$ cat config.mk
export PLATFORM = sky130hd
export DESIGN_NAME = bus_xcvr_reg
export DESIGN_NICKNAME = d
export VERILOG_FILES = /design/src/rtl/xcvr_pkg.sv /design/src/rtl/xcvr_edge_det.sv /design/src/rtl/xcvr_store.sv /design/src/rtl/xcvr_out_path.sv /design/src/rtl/bus_xcvr_reg.sv
export SDC_FILE = /design/constraint.sdc
export NUM_CORES = 1
export LEC_CHECK = 0
export ABC_CLOCK_PERIOD_IN_PS = 3000
export BUFFER_PORTS_ARGS = -buffer_cell sky130_fd_sc_hd__buf_2
export CAP_MARGIN = 20
export CORE_ASPECT_RATIO = 0.7
export CORE_UTILIZATION = 45
export DETAILED_ROUTE_END_ITERATION = 8
export GPL_ROUTABILITY_DRIVEN = 0
export PLACE_DENSITY_LB_ADDON = 0.05
export SLEW_MARGIN = 40
export SYNTH_ARGS = -nofsm -noshare
export SYNTH_HDL_FRONTEND = slang
export SYNTH_SLANG_ARGS = --single-unit
$ cat constraint.sdc
create_clock -name clk -period 3 [get_ports clk]
set_input_delay 0.15 -clock clk [delete_from_list [all_inputs] [get_ports clk]]
set_output_delay 0.15 -clock clk [all_outputs]
set_load 0.05 [all_outputs]
$ cat src/rtl/xcvr_pkg.sv
package xcvr_pkg;

   typedef enum logic [1:0] {
      DRV_NONE = 2'd0,
      DRV_BUSA = 2'd1,
      DRV_BUSB = 2'd2
   } drive_e;

   // decode of the active-low enable and the direction control
   function automatic drive_e decode_drive(input logic en_n, input logic dir);
      if (en_n)     return DRV_NONE;
      else if (dir) return DRV_BUSB;
      else          return DRV_BUSA;
   endfunction

endpackage

$ cat src/rtl/xcvr_edge_det.sv
module xcvr_edge_det #(
   parameter int CHANNELS = 2
) (
   input  logic                clk,
   input  logic                rst,
   input  logic [CHANNELS-1:0] strobe,
   output logic [CHANNELS-1:0] rise
);
   if (CHANNELS < 1) begin : g_bad
      $error("xcvr_edge_det: CHANNELS must be at least 1");
   end

   for (genvar ch = 0; ch < CHANNELS; ch++) begin : g_ch
      logic hist_q;
      always_ff @(posedge clk) begin
         if (rst) hist_q <= 1'b0;
         else     hist_q <= strobe[ch];
      end
      assign rise[ch] = strobe[ch] & ~hist_q;
   end
endmodule

$ cat src/rtl/xcvr_store.sv
module xcvr_store #(
   parameter int WIDTH = 8
) (
   input  logic             clk,
   input  logic             rst,
   input  logic             load,
   input  logic [WIDTH-1:0] d,
   output logic [WIDTH-1:0] q
);
   if (WIDTH < 1) begin : g_bad
      $error("xcvr_store: WIDTH must be at least 1");
   end

   always_ff @(posedge clk) begin
      if (rst)       q <= '0;
      else if (load) q <= d;
   end
endmodule

$ cat src/rtl/xcvr_out_path.sv
module xcvr_out_path #(
   parameter int WIDTH = 8
) (
   input  logic             clk,
   input  logic             rst,
   input  logic             use_stored,
   input  logic [WIDTH-1:0] live,
   input  logic [WIDTH-1:0] stored,
   output logic [WIDTH-1:0] q
);
   if (WIDTH < 1) begin : g_bad
      $error("xcvr_out_path: WIDTH must be at least 1");
   end

   logic [WIDTH-1:0] pick;

   always_comb begin
      pick = use_stored ? stored : live;
   end

   // a single register stage, so a select change switches in one step
   always_ff @(posedge clk) begin
      if (rst) q <= '0;
      else     q <= pick;
   end
endmodule

$ cat src/rtl/bus_xcvr_reg.sv
module bus_xcvr_reg
   import xcvr_pkg::*;
#(
   parameter int WIDTH = 8
) (
   input  logic             clk,
   input  logic             rst,
   input  logic             en_n,
   input  logic             dir,
   input  logic             cap_a,
   input  logic             cap_b,
   input  logic             sel_ab,
   input  logic             sel_ba,
   input  logic [WIDTH-1:0] a_in,
   output logic [WIDTH-1:0] a_out,
   output logic [WIDTH-1:0] a_oe,
   input  logic [WIDTH-1:0] b_in,
   output logic [WIDTH-1:0] b_out,
   output logic [WIDTH-1:0] b_oe
);
   localparam int STROBES = 2;
   localparam int IDX_A   = 0;
   localparam int IDX_B   = 1;

   if (WIDTH < 1) begin : g_bad
      $error("bus_xcvr_reg: WIDTH must be at least 1");
   end

   drive_e           drive;
   logic             drv_a;
   logic             drv_b;
   logic [WIDTH-1:0] a_seen;
   logic [WIDTH-1:0] b_seen;
   logic [WIDTH-1:0] store_a;
   logic [WIDTH-1:0] store_b;
   logic [STROBES-1:0] rise;

   always_comb begin
      drive = decode_drive(en_n, dir);
      drv_a = (drive == DRV_BUSA);
      drv_b = (drive == DRV_BUSB);
   end

   assign a_oe = {WIDTH{drv_a}};
   assign b_oe = {WIDTH{drv_b}};

   // a driven bus reads back the block's own output
   assign a_seen = drv_a ? a_out : a_in;
   assign b_seen = drv_b ? b_out : b_in;

   xcvr_edge_det #(.CHANNELS(STROBES)) u_edge (
      .clk    (clk),
      .rst    (rst),
      .strobe ({cap_b, cap_a}),
      .rise   (rise)
   );

   xcvr_store #(.WIDTH(WIDTH)) u_store_a (
      .clk  (clk),
      .rst  (rst),
      .load (rise[IDX_A]),
      .d    (a_seen),
      .q    (store_a)
   );

   xcvr_store #(.WIDTH(WIDTH)) u_store_b (
      .clk  (clk),
      .rst  (rst),
      .load (rise[IDX_B]),
      .d    (b_seen),
      .q    (store_b)
   );

   xcvr_out_path #(.WIDTH(WIDTH)) u_path_to_b (
      .clk        (clk),
      .rst        (rst),
      .use_stored (sel_ab),
      .live       (a_seen),
      .stored     (store_a),
      .q          (b_out)
   );

   xcvr_out_path #(.WIDTH(WIDTH)) u_path_to_a (
      .clk        (clk),
      .rst        (rst),
      .use_stored (sel_ba),
      .live       (b_seen),
      .stored     (store_b),
      .q          (a_out)
   );
endmodule

==> flow_results.org, run 1 <==
** Critical path
- Data on the critical path is required at its endpoint by 2.85 ns.
- Most frequent CP cell :: sky130_fd_sc_hd__buf_2
- Critical Path End Type :: output port
- CP delay by family, top :: buffers and inverters
- Startpoint kind of the worst setup timing path :: input port
- In this design, the stage delay of the slowest critical-path cell is 0.34 ns.
- Arr. time, crit path :: 1.16 ns
- Maximum fanout along the worst path :: 16
- Counting both buffers and inverters, the worst setup path holds a total of 3.
- The critical path goes through buf_2, nand2b_1, inv_4, buf_2.
- The slowest stage of the critical path is the sky130_fd_sc_hd__nand2b_1 cell.
- Worst setup path category :: input port to output port

** Logic synthesis
- Area of the mapped netlist :: 1436 um2
- After technology mapping, the gate count stands at 158.
- For this run, the register share of the synthesized area comes to 0.4739.
- The biggest area contributor in the post-synthesis netlist is sky130_fd_sc_hd__dfxtp_1.
- Leading cell types by total area after synthesis :: sky130_fd_sc_hd__dfxtp_1, sky130_fd_sc_hd__a311oi_1, sky130_fd_sc_hd__buf_4
- The number of different library cells used by synthesis comes to 15.
- During synthesis, Yosys emitted a total of 0 warnings.
- Of the post-synthesis cell area, the dominant cell type holds 0.4739.
- Mean instance size in the synthesized netlist :: 9.091 um2
- In this run, synthesis produced a sequential element count of 34.
- Syn_nets :: 182

** Global route
- Antenna violations before repair :: 0
- For met1 alone, demand over resource in global routing was 0.2285.
- Number of global-route vias before repair :: 1124
- The first global-routing pass estimated 5112 um of wire.
- Entering global routing, the biggest net connects 35 pins.
- In the global route stage, overall resource usage came out at 0.1948.
- For this run, global-route usage on met2 was measured as 0.3220.
- In the global route stage, met3 resource usage came out at 0.06612.
- Most used routing layer in global routing :: met2
- For this run the aggregate overflow at the end of global routing stands at 0.

** Power and ir drop
- Internal power contribution :: 0.0007309 W
- Part of the total power dissipated in the clock network :: 0.318
- Power comes to 0.001071 W.
- Combinational group share of total power :: 0.211
- Register share of total power :: 0.471
- Total power density per cell area :: 639.5 nW/um2
- Power dissipated by switching net loads :: 0.0003396 W
- Sw frac :: 0.3173
- Static leakage power :: 0.7665 nW
- Worst ir drop on vdd :: 0.2713 mV

** Routing
- Antenna Nets Post-Route :: 0
- Using the TritonRoute via totals, the vias-per-cell ratio works out to 5.209.
- The first detailed-routing pass took 4 iterations.
- For this block, the initial DRC count from the detailed router was 50.
- # DRC :: 0
- Average wire length per cell after detail routing :: 13.57 um
- Final Routed Wirelength :: 3122 um
- The final route contains 1198 vias.

** Floorplan
- The floorplan step defined a core boundary enclosing 2903 um2.
- Die area :: 3426 um2
- For this design the top-level I/O count stands at 56.
- Width of the die :: 69.53 um
- Number of standard-cell rows in the floorplan :: 16
- Overall die height :: 49.27 um
- Initial core utilization :: 0.4948

** Place
- Detailed Place HPWL :: 2236 um
- Number of port buffers :: 55

** Timing
- Transition at the pin with the smallest max-transition slack :: 0.6001 ns
- The number of pins with negative max-slew slack in the final report is 0.
- Dividing the final minimum period by the clock period gives 0.4358.
- The routed design could run at a clock period as short as 1.307 ns.
- Fin Setup TNS :: 0 ns
- Fmax achieved :: 764.9 MHz
- For the final database, setup skew stands at 0.007787 ns.
- Normalized max-slew margin :: 0.6000
- RSZ-0062 raised after global routing :: false
- # setup viols final :: 0
- The hold violation count in the final report is 0.

** Clocking
- TritonCTS clock tree :: built
- Clock sink count :: 34
- After clock tree synthesis, the flow added hold-fix buffers numbering 0.
- The root buffer cell chosen for the clock tree is sky130_fd_sc_hd__clkbuf_8.
- After clock tree synthesis, the setup repair step added 0 buffers.
- Worst skew pair latency :: 0.28 ns
- Clock tree buffer depth :: 2
- Clk pin slew, worst setup/hold paths :: 0.07 ns
- In this run the number of H-tree levels came out at 2.
- The number of clock buffers added by TritonCTS is 5.
- Number of gates resized after cts :: 0

** Run
- The tool flagged a number of max-cap violations equal to 0.

** Final layout
- Count of filler cells inserted in the layout :: 266
- Growth of design area from synthesis to finish :: 16.55%
- Of the cells placed in the final design, the portion with a size suffix greater than 1 is 0.3402.
- # diodes :: 0
- Nets@finish :: 217

** Min path
- Type of the tightest min-delay check :: input port to register

** Status
- The flow ran to the end, and the final reports show no timing, DRC or antenna violations.
stage by stage:
step                area (um2)  utilization  hold WS, ns  instances  setup slack [ns]
global route              1674       0.5767       0.1002        230             1.551
global placement          1578       0.5435       0.3723        222             1.515
detailed placement        1583       0.5453       0.3897        222             1.556
CTS                       1674       0.5767      0.09647        230             1.700
floorplan                 1436            -       0.2782        158             1.917
finish                    1674       0.5767      0.09768        230             1.693
cells in the final DEF, fill, tap and decap left out, drive strengths merged:
master  synthesis  final
a211oi         16     16
a311oi         16     16
buf            19     55
clkbuf          8      7
clkinv          0      1
dfxtp          34     34
inv             3      3
mux2i           8      8
nand2          16     16
nand2b          1      1
nor2           33     33
nor2b           4      4
per-layer routing:
metal	routed length, um	vias up
met5	0	-
met4	42	0
met3	231	5
met2	1390	51
met1	1457	539
li1	-	603
path summary, 6_finish.rpt:
path | from | to | slack (ns) | cells after the start
worst min-delay path | cap_b | u_edge.g_ch[1].hist_q$_SDFF_PP0_ | 0.1 | 2
worst max-delay path | en_n | b_oe[2] | 1.69 | 4
worst max register to register | u_edge.g_ch[1].hist_q$_SDFF_PP0_ | u_store_b.q[7]$_SDFFE_PP0P_ | 1.74 | 3
worst min register to register | u_store_b.q[1]$_SDFFE_PP0P_ | u_path_to_a.q[1]$_SDFF_PP0_ | 0.50 | 2
sequential cells by signal, indices dropped and copies added (netlist names):
register	count
u_edge.g_ch.hist_q	2
u_store_a.q	8
u_path_to_a.q	8
u_store_b.q	8
u_path_to_b.q	8
power groups by stage:
stage / clock [W] / combinational, W / sequential [W]
after CTS: 0.000348 / 0.000227 / 0.000504
final: 0.000340 / 0.000225 / 0.000505
after global routing: 0.000373 / 0.000241 / 0.000508
after detailed placement: 0 / 0.000226 / 0.000514
after global placement: 0 / 0.000221 / 0.000513
after floorplan: 0 / 0.000137 / 0.000564
layout make-up:
cell class,instances,area [um2],area share
clock buffers,7,86.33,0.05157
clock inverters,1,5.005,0.002990
multi-input cells,94,568.0,0.3393
flip-flops and latches,34,680.7,0.4066
repair buffers,55,275.3,0.1644
inverters,3,13.76,0.008221
well taps,36,45.04,0.02691
worst register-to-register path: stages, from the launching register on:
cell	delay [ns]
sky130_fd_sc_hd__dfxtp_1	0.31
sky130_fd_sc_hd__nor2b_2	0.48
sky130_fd_sc_hd__nor2_1	0.11
sky130_fd_sc_hd__a311oi_1	0.28
cells in the mapped netlist, drive strengths merged:
master  number
nor2b        4
clkbuf       8
mux2i        8
a311oi      16
nand2b       1
buf         19
inv          3
nor2        33
nand2       16
dfxtp       34
a211oi      16
logic make-up (layout without fill, tap and decap cells):
logic type | after synthesis | in the layout | synth area share
flops | 34 | 34 | 0.4739
compound gates | 32 | 32 | 0.1812
buf+inv | 30 | 66 | 0.1341
simple gates | 54 | 54 | 0.1551
mux | 8 | 8 | 0.05575
No activity file was read; power rests on OpenSTA's default activity.
==> run 2: changes to the inputs <==
- ABC_CLOCK_PERIOD_IN_PS: 3000 -> 1100
- CORE_UTILIZATION: 45 -> 43
- clock period: 3 -> 1.1 ns (I/O delays scaled with it)
==> flow_results.org, run 2 (same netlist as run 1, synthesis figures left out) <==
** Timing
- Slew Viols, Final :: 0 (unchanged)
- Worst clock skew on the final layout :: 0.004774 ns (was 0.007787 ns)
- The headroom to the max-slew limit was 0.6901 (was 0.6000).
- The total negative setup slack is 0 ns (unchanged).
- Timing would allow up to 986.7 MHz.
- Post-route fraction of the period consumed by the critical path :: 0.9213
- RSZ-0062 raised after global routing :: false (unchanged)
- # setup viols final :: 0 (unchanged)
- The smallest clock period supported by the final layout is computed as 1.013 ns.
- The hold violation count in the final report came to 0 (unchanged).
- The transition time at the pin with the least slew margin was 0.4643 ns (was 0.6001 ns).

** Min path
- Min-Delay Path Depth :: 3 (was 2)
- Type of the tightest min-delay check :: input port to register (unchanged)

** Critical path
- Largest incremental delay on the critical path :: 0.30 ns (was 0.34 ns)
- The buffering stage count on the worst path with inverters included came to 1 (was 3).
- The length in cells of the worst reg-to-reg path was 4 (was 3).
- Count of cell instances traversed by the critical path :: 4 (unchanged)
- The worst-path cell with the longest stage delay is sky130_fd_sc_hd__dfxtp_1 (was sky130_fd_sc_hd__nand2b_1).
- The kind of end point of the critical path was a register (was output port).
- The cell type group with the largest total delay on the critical path is flip-flops (was buffers and inverters).
- Startpoint kind of the worst setup timing path :: register (was input port)
- The worst endpoint data arrival time came to 1.20 ns (was 1.16 ns).
- The worst endpoint required time came to 1.29 ns (was 2.85 ns).
- The start-to-end type of the worst setup path is register to register (was input port to output port).
- The largest fanout on the critical path is 16 (unchanged).
- Ordered cell list for the critical path: nor2b_1, buf_4, nor2_1, a311oi_1 (was buf_2, nand2b_1, inv_4, buf_2).

** Final layout
- The ratio of cells with drive above 1 in the final layout came to 0.3383 (was 0.3402).
- Commonest non-fill, non-tap cell in the layout :: sky130_fd_sc_hd__buf_2 (unchanged)
- Total area of multi-input combinational cells :: 563.0 um2 (was 568.0 um2)
- Commonest cells after routing, fill and taps aside :: sky130_fd_sc_hd__buf_2, sky130_fd_sc_hd__dfxtp_1, sky130_fd_sc_hd__nor2_1 (unchanged)
- Growth of design area from synthesis to finish :: 20.99% (was 16.55%)
- The number of nets at the end of the flow is 225 (was 217).
- The sequential cell area in the final layout was 680.7 um2 (unchanged).
- The number of antenna cells inserted came to 0 (unchanged).
- The post-layout utilization of the core is 0.5484 (was 0.5767).
- The number of fillers in the final layout is 304 (was 266).
- Fin cells :: 239 (was 230)

** Clocking
- The CTS tree was built (unchanged).
- Number of buffers inserted during clock tree synthesis :: 5 (unchanged)
- Clk pin slew, worst setup/hold paths :: 0.07 ns (about the same)
- Cell chosen for the clock root :: sky130_fd_sc_hd__clkbuf_8 (unchanged)
- Clock tree buffer depth :: 2 (unchanged)
- The maximum level of the CTS H-tree is 2 (unchanged).
- Worst skew pair latency :: 0.28 ns (about the same)
- The number of sinks driven by the clock tree was 34 (unchanged).

** Status
- The checks that failed: DRC.
- Result of the run: finished, violations left (was complete, no violations).

** Floorplan
- Overall die height :: 50.36 um (was 49.27 um)
- Initial core utilization :: 0.4532 (was 0.4948)
- The boundary pin count is 56 (unchanged).
- The core outline area came to 3169 um2 (was 2903 um2).
- The total die area is 3579 um2 (was 3426 um2).
- The number of core rows is 17 (was 16).
- The overall die width came to 71.08 um (was 69.53 um).

** Power and ir drop
- The static leakage came to 0.7976 nW (was 0.7665 nW).
- The power density over cell area was 1662 nW/um2 (was 639.5 nW/um2).
- The maximum vdd drop is 0.8952 mV (was 0.2713 mV).

** Routing
- Antenna Nets Post-Route :: 0 (unchanged)
- The detailed-route wire length per cell is 13.26 um (was 13.57 um).
- Vias per inst :: 5.213 (was 5.209)
- The wire length after detailed routing was 3169 um (was 3122 um).
- The post-route DRC violation count was 6 (was 0).
- The detailed-route via count was 1246 (was 1198).
- Number of violations reported at the end of detailed-routing iteration 0 :: 91 (was 50)
- First drt pass iteration count :: 6 (was 4)

** Run
- Max Cap Violations :: 0 (unchanged)

** Global route
- Overflow left after global routing :: 0 (unchanged)
- The number of antenna violations at the first check in global routing was 0 (unchanged).
- Wire length of the first global-routing pass :: 5106 um (was 5112 um)
- The via count of the first global-routing pass is 1092 (was 1124).
- Pin count of the biggest net entering global routing :: 35 (unchanged)
- The combined global-route utilization of all metal layers came to 0.1953 (was 0.1948).

** Place
- The total instance count after detailed placement came to 230 (was 222).
- Detailed Place HPWL :: 2138 um (was 2236 um)
- Number of port buffers :: 55 (unchanged)
==> run 2: routing by layer <==
metal / routed length (um) / vias to the layer above / track usage / share of wire
met5: 0 / - / 0 / 0
met4: 43 / 0 / 0.08000 / 0.014
met3: 233 / 5 / 0.08032 / 0.074
met2: 1344 / 53 / 0.2981 / 0.42
met1: 1548 / 569 / 0.2453 / 0.49
li1: - / 619 / - / -
==> run 2: area by class of cell <==
type,count,share of cell area
timing repair buffer,63,0.2052
clock buffer,7,0.04392
inverter,3,0.007919
multi-input combinational,94,0.3240
sequential,34,0.3916
tap,38,0.02736
==> run 2: worst paths after layout <==
path | start | end | slack [ns]
max | u_edge.g_ch[1].hist_q$_SDFF_PP0_ | u_store_b.q[5]$_SDFFE_PP0P_ | 0.09
min | b_in[4] | u_path_to_a.q[4]$_SDFF_PP0_ | 0.06
max reg2reg | u_edge.g_ch[1].hist_q$_SDFF_PP0_ | u_store_b.q[5]$_SDFFE_PP0P_ | 0.09
min reg2reg | u_store_b.q[4]$_SDFFE_PP0P_ | u_store_b.q[4]$_SDFFE_PP0P_ | 0.50
==> run 2: timing repair <==
| action | in CTS | in global routing |
|---|---|---|
| hold buffers | 2 | 0 |
| gates resized for setup | 0 | 1 |
| endpoints found under the hold margin | 2 | 0 |
| setup endpoints to repair | 0 | 1 |
| buffers inserted | 0 | 0 |
==> run 2: metrics by stage <==
step | total power, W | setup slack [ns] | hold WS (ns) | area, um2
6_report | 0.002889 | 0.08657 | 0.05688 | 1738
5_1_grt | 0.003034 | 0.001476 | 0.05572 | 1738
4_1_cts | 0.002925 | 0.09404 | 0.04585 | 1734
3_5_place_dp | 0.002038 | 0.05683 | 0.2834 | 1638
3_3_place_gp | 0.002032 | 0.04630 | 0.2791 | 1638
2_1_floorplan | 0.001911 | 0.01682 | 0.1832 | 1436
==> run 2: report_power, final <==
part / switching (W) / internal, W
sequential: 0.0000477 / 0.00132
combinational: 0.000456 / 0.000189
clock: 0.000436 / 0.000436
==> run 2: tightest hold or removal path, delay by kind of cell <==
family | cells | cell delay, ns
AND/OR/NAND/NOR | 1 | 0.06
buffers and inverters | 1 | 0.10
AO/OA/AOI/OAI | 1 | 0.08
==> run 3: changes to the inputs <==
- GPL_TIMING_DRIVEN: unset -> 0
==> flow_results.org, run 3 (same netlist as run 1, synthesis figures left out) <==
** Critical path
- The worst endpoint data arrival time was 0.98 ns (was 1.20 ns).
- Maximum fanout along the worst path :: 16 (unchanged)
- The worst endpoint required time is 1.04 ns (was 1.29 ns).
- The kind of end point of the critical path is an output port (was register).
- R2R Setup Slk :: 0.07 ns (was 0.09 ns)
- The worst-path cell with the longest stage delay is sky130_fd_sc_hd__clkbuf_4 (was sky130_fd_sc_hd__dfxtp_1).
- Most frequent CP cell :: sky130_fd_sc_hd__buf_4
- Startpoint kind of the worst setup timing path :: input port (was register)
- Largest incremental delay on the critical path :: 0.21 ns (was 0.30 ns)
- Worst setup path category :: input port to output port (was register to register)
- Ordered cell list for the critical path: buf_2, nand2b_1, buf_4, inv_4, buf_4, clkbuf_4 (was nor2b_1, buf_4, nor2_1, a311oi_1).

** Final layout
- Nets@finish :: 253 (was 225)
- The area growth from synthesis to layout was 40.51% (was 20.99%).
- The number of fillers in the final layout came to 287 (was 304).
- The final cell count without fillers is 268 (was 239).
- # diodes :: 0 (unchanged)
- The ratio of cells with drive above 1 in the final layout was 0.4130 (was 0.3383).
- Commonest cells after routing, fill and taps aside :: sky130_fd_sc_hd__buf_2, sky130_fd_sc_hd__dfxtp_1, sky130_fd_sc_hd__nor2_1 (unchanged)
- The most common cell after layout, fill and taps aside is sky130_fd_sc_hd__buf_2 (unchanged).

** Timing
- Normalized max-slew margin :: 0.6765 (was 0.6901)
- Post-route fraction of the period consumed by the critical path :: 0.9413 (was 0.9213)
- RSZ-0062 raised after global routing: false (unchanged).
- Fmax achieved :: 965.8 MHz (was 986.7 MHz)
- Worst clock skew on the final layout :: 0.004404 ns (was 0.004774 ns)
- The number of pins with negative max-slew slack in the final report was 0 (unchanged).
- Final Worst Setup Slack :: 0.06461 ns (was 0.08657 ns)
- Final hold violations :: 0 (unchanged)
- The clock period minus final worst setup slack is 1.035 ns (was 1.013 ns).
- The final setup violation count came to 0 (unchanged).
- Transition at the pin with the smallest max-transition slack :: 0.4852 ns (was 0.4643 ns)
- The worst slack on hold paths is 0.05706 ns (was 0.05688 ns).

** Routing
- Number of vias in the routed layout :: 1383 (was 1246)
- The routed via count divided by cell count was 5.160 (was 5.213).
- Antenna Nets Post-Route :: 0 (unchanged)
- The length of the first detailed-routing pass in iterations was 6 (unchanged).
- Average wire length per cell after detail routing :: 14.22 um (was 13.26 um)
- Number of violations reported at the end of detailed-routing iteration 0 :: 82 (was 91)
- The post-route DRC violation count came to 6 (unchanged).
- The wire length after detailed routing came to 3810 um (was 3169 um).

** Power and ir drop
- Power dissipated by switching net loads :: 0.0009774 W (was 0.0009394 W)
- The logic gate share of total power is 0.236 (was 0.223).
- The power share of the sequential group came to 0.429 (was 0.475).
- Part of the total power dissipated in the clock network :: 0.335 (was 0.302)
- Total power density per cell area :: 1585 nW/um2 (was 1662 nW/um2)
- Internal power contribution :: 0.002222 W (was 0.001950 W)
- Total power consumption of the routed design :: 0.003200 W (was 0.002889 W)
- The fraction of power spent switching nets is 0.3055 (was 0.3252).
- Worst ir drop on vdd :: 0.8224 mV (was 0.8952 mV)
- The static leakage came to 0.9495 nW (was 0.7976 nW).

** Place
- The worst slack at placement was -0.1002 ns (was 0.05683 ns).
- Number of port buffers :: 54 (was 55)
- Detailed Place HPWL :: 2616 um (was 2138 um)
- Number of instances in the placed design :: 250 (was 230)

** Floorplan
- Overall die height :: 50.36 um (unchanged)
- Width of the die :: 71.08 um (unchanged)
- The effective utilization at floorplan came to 0.4532 (unchanged).
- The boundary pin count came to 56 (unchanged).
- Floorplan Core Area :: 3169 um2 (unchanged)
- The number of core rows came to 17 (unchanged).
- Die area :: 3579 um2 (unchanged)

** Global route
- Number of global-route vias before repair :: 1297 (was 1092)
- The combined global-route utilization of all metal layers was 0.2176 (was 0.1953).
- The global-route wire length before repair came to 5768 um (was 5106 um).
- The number of antenna violations at the first check in global routing is 0 (unchanged).
- Pin count of the biggest net entering global routing :: 17 (was 35)
- Overflow left after global routing :: 0 (unchanged)

** Run
- Max Cap Violations :: 0 (unchanged)

** Clocking
- The cell chosen for the clock root was sky130_fd_sc_hd__clkbuf_8 (unchanged).
- Clock tree buffer depth :: 2 (unchanged)
- TritonCTS clock tree :: built (unchanged)
- The number of sinks driven by the clock tree came to 34 (unchanged).
- The latest clock arrival within the worst-skew pair is 0.28 ns (about the same).
- The maximum level of the CTS H-tree is 2 (unchanged).
- Number of buffers inserted during clock tree synthesis :: 5 (unchanged)
- The clock transition time at the flip-flop clock pins of the worst setup and hold paths was 0.07 ns (about the same).

** Status
- Result of the run: finished, violations left (unchanged).
- Failing checks :: DRC (unchanged)

** Min path
- The path type of the worst min-delay path is input port to register (unchanged).
-- run 3: path summary, 6_finish.rpt --
check | end | cells past startpoint | from
hold reg to reg | u_store_b.q[5]$_SDFFE_PP0P_ | 2 | u_store_b.q[5]$_SDFFE_PP0P_
setup / recovery | b_oe[3] | 6 | en_n
setup reg to reg | u_store_b.q[3]$_SDFFE_PP0P_ | 5 | u_edge.g_ch[1].hist_q$_SDFF_PP0_
hold / removal | u_store_b.q[1]$_SDFFE_PP0P_ | 3 | b_in[1]
-- run 3: metrics by stage --
step / util / TNS [ns] / area, um2
6_report: 0.6368 / 0 / 2018
5_1_grt: 0.6368 / 0 / 2018
4_1_cts: 0.5985 / 0 / 1897
3_5_place_dp: 0.5535 / -1.095 / 1754
3_3_place_gp: 0.5535 / -0.4588 / 1754
2_1_floorplan: - / 0 / 1436
-- run 3: power groups by stage --
| stage | Sequential (W) | Clock (W) | Combinational [W] |
|---|---|---|---|
| after floorplan | 0.00154 | 0 | 0.000372 |
| after global placement | 0.00140 | 0 | 0.000674 |
| after detailed placement | 0.00140 | 0 | 0.000688 |
| after CTS | 0.00137 | 0.00108 | 0.000701 |
| after global routing | 0.00139 | 0.00115 | 0.000804 |
| final | 0.00137 | 0.00107 | 0.000754 |
-- run 3: area by class of cell --
type,instances,area [um2],share of cell area
Sequential cell,34,681.9,0.3379
Multi-Input combinational cell,94,565.5,0.2802
Timing Repair Buffer,65,411.6,0.2040
Buffer,26,187.7,0.09299
Clock buffer,8,110.1,0.05456
Tap cell,38,47.55,0.02356
Inverter,3,13.76,0.006820
-- run 3: repair_timing --
item / 4_1_cts / 5_1_grt
gates cloned: 0 / 1
hold buffers: 2 / 0
setup buffers: 2 / 6
pin swaps: 0 / 7
gates resized for setup: 2 / 16
endpoints found under the setup margin: 4 / 23
endpoints found under the hold margin: 2 / 0
-- run 3: metal layers --
layer / wire length [um] / global-route usage / vias to the layer above / part of all wire
met5: 0 / 0 / - / 0
met4: 99 / 0.1267 / 0 / 0.026
met3: 376 / 0.07831 / 10 / 0.099
met2: 1727 / 0.3397 / 69 / 0.45
met1: 1607 / 0.2603 / 623 / 0.42
li1: - / - / 681 / -
-- run 3: critical path, delay by kind of cell --
kind                   cells  cell delay, ns
buffers and inverters      5            0.79
AND/OR/NAND/NOR            1            0.13
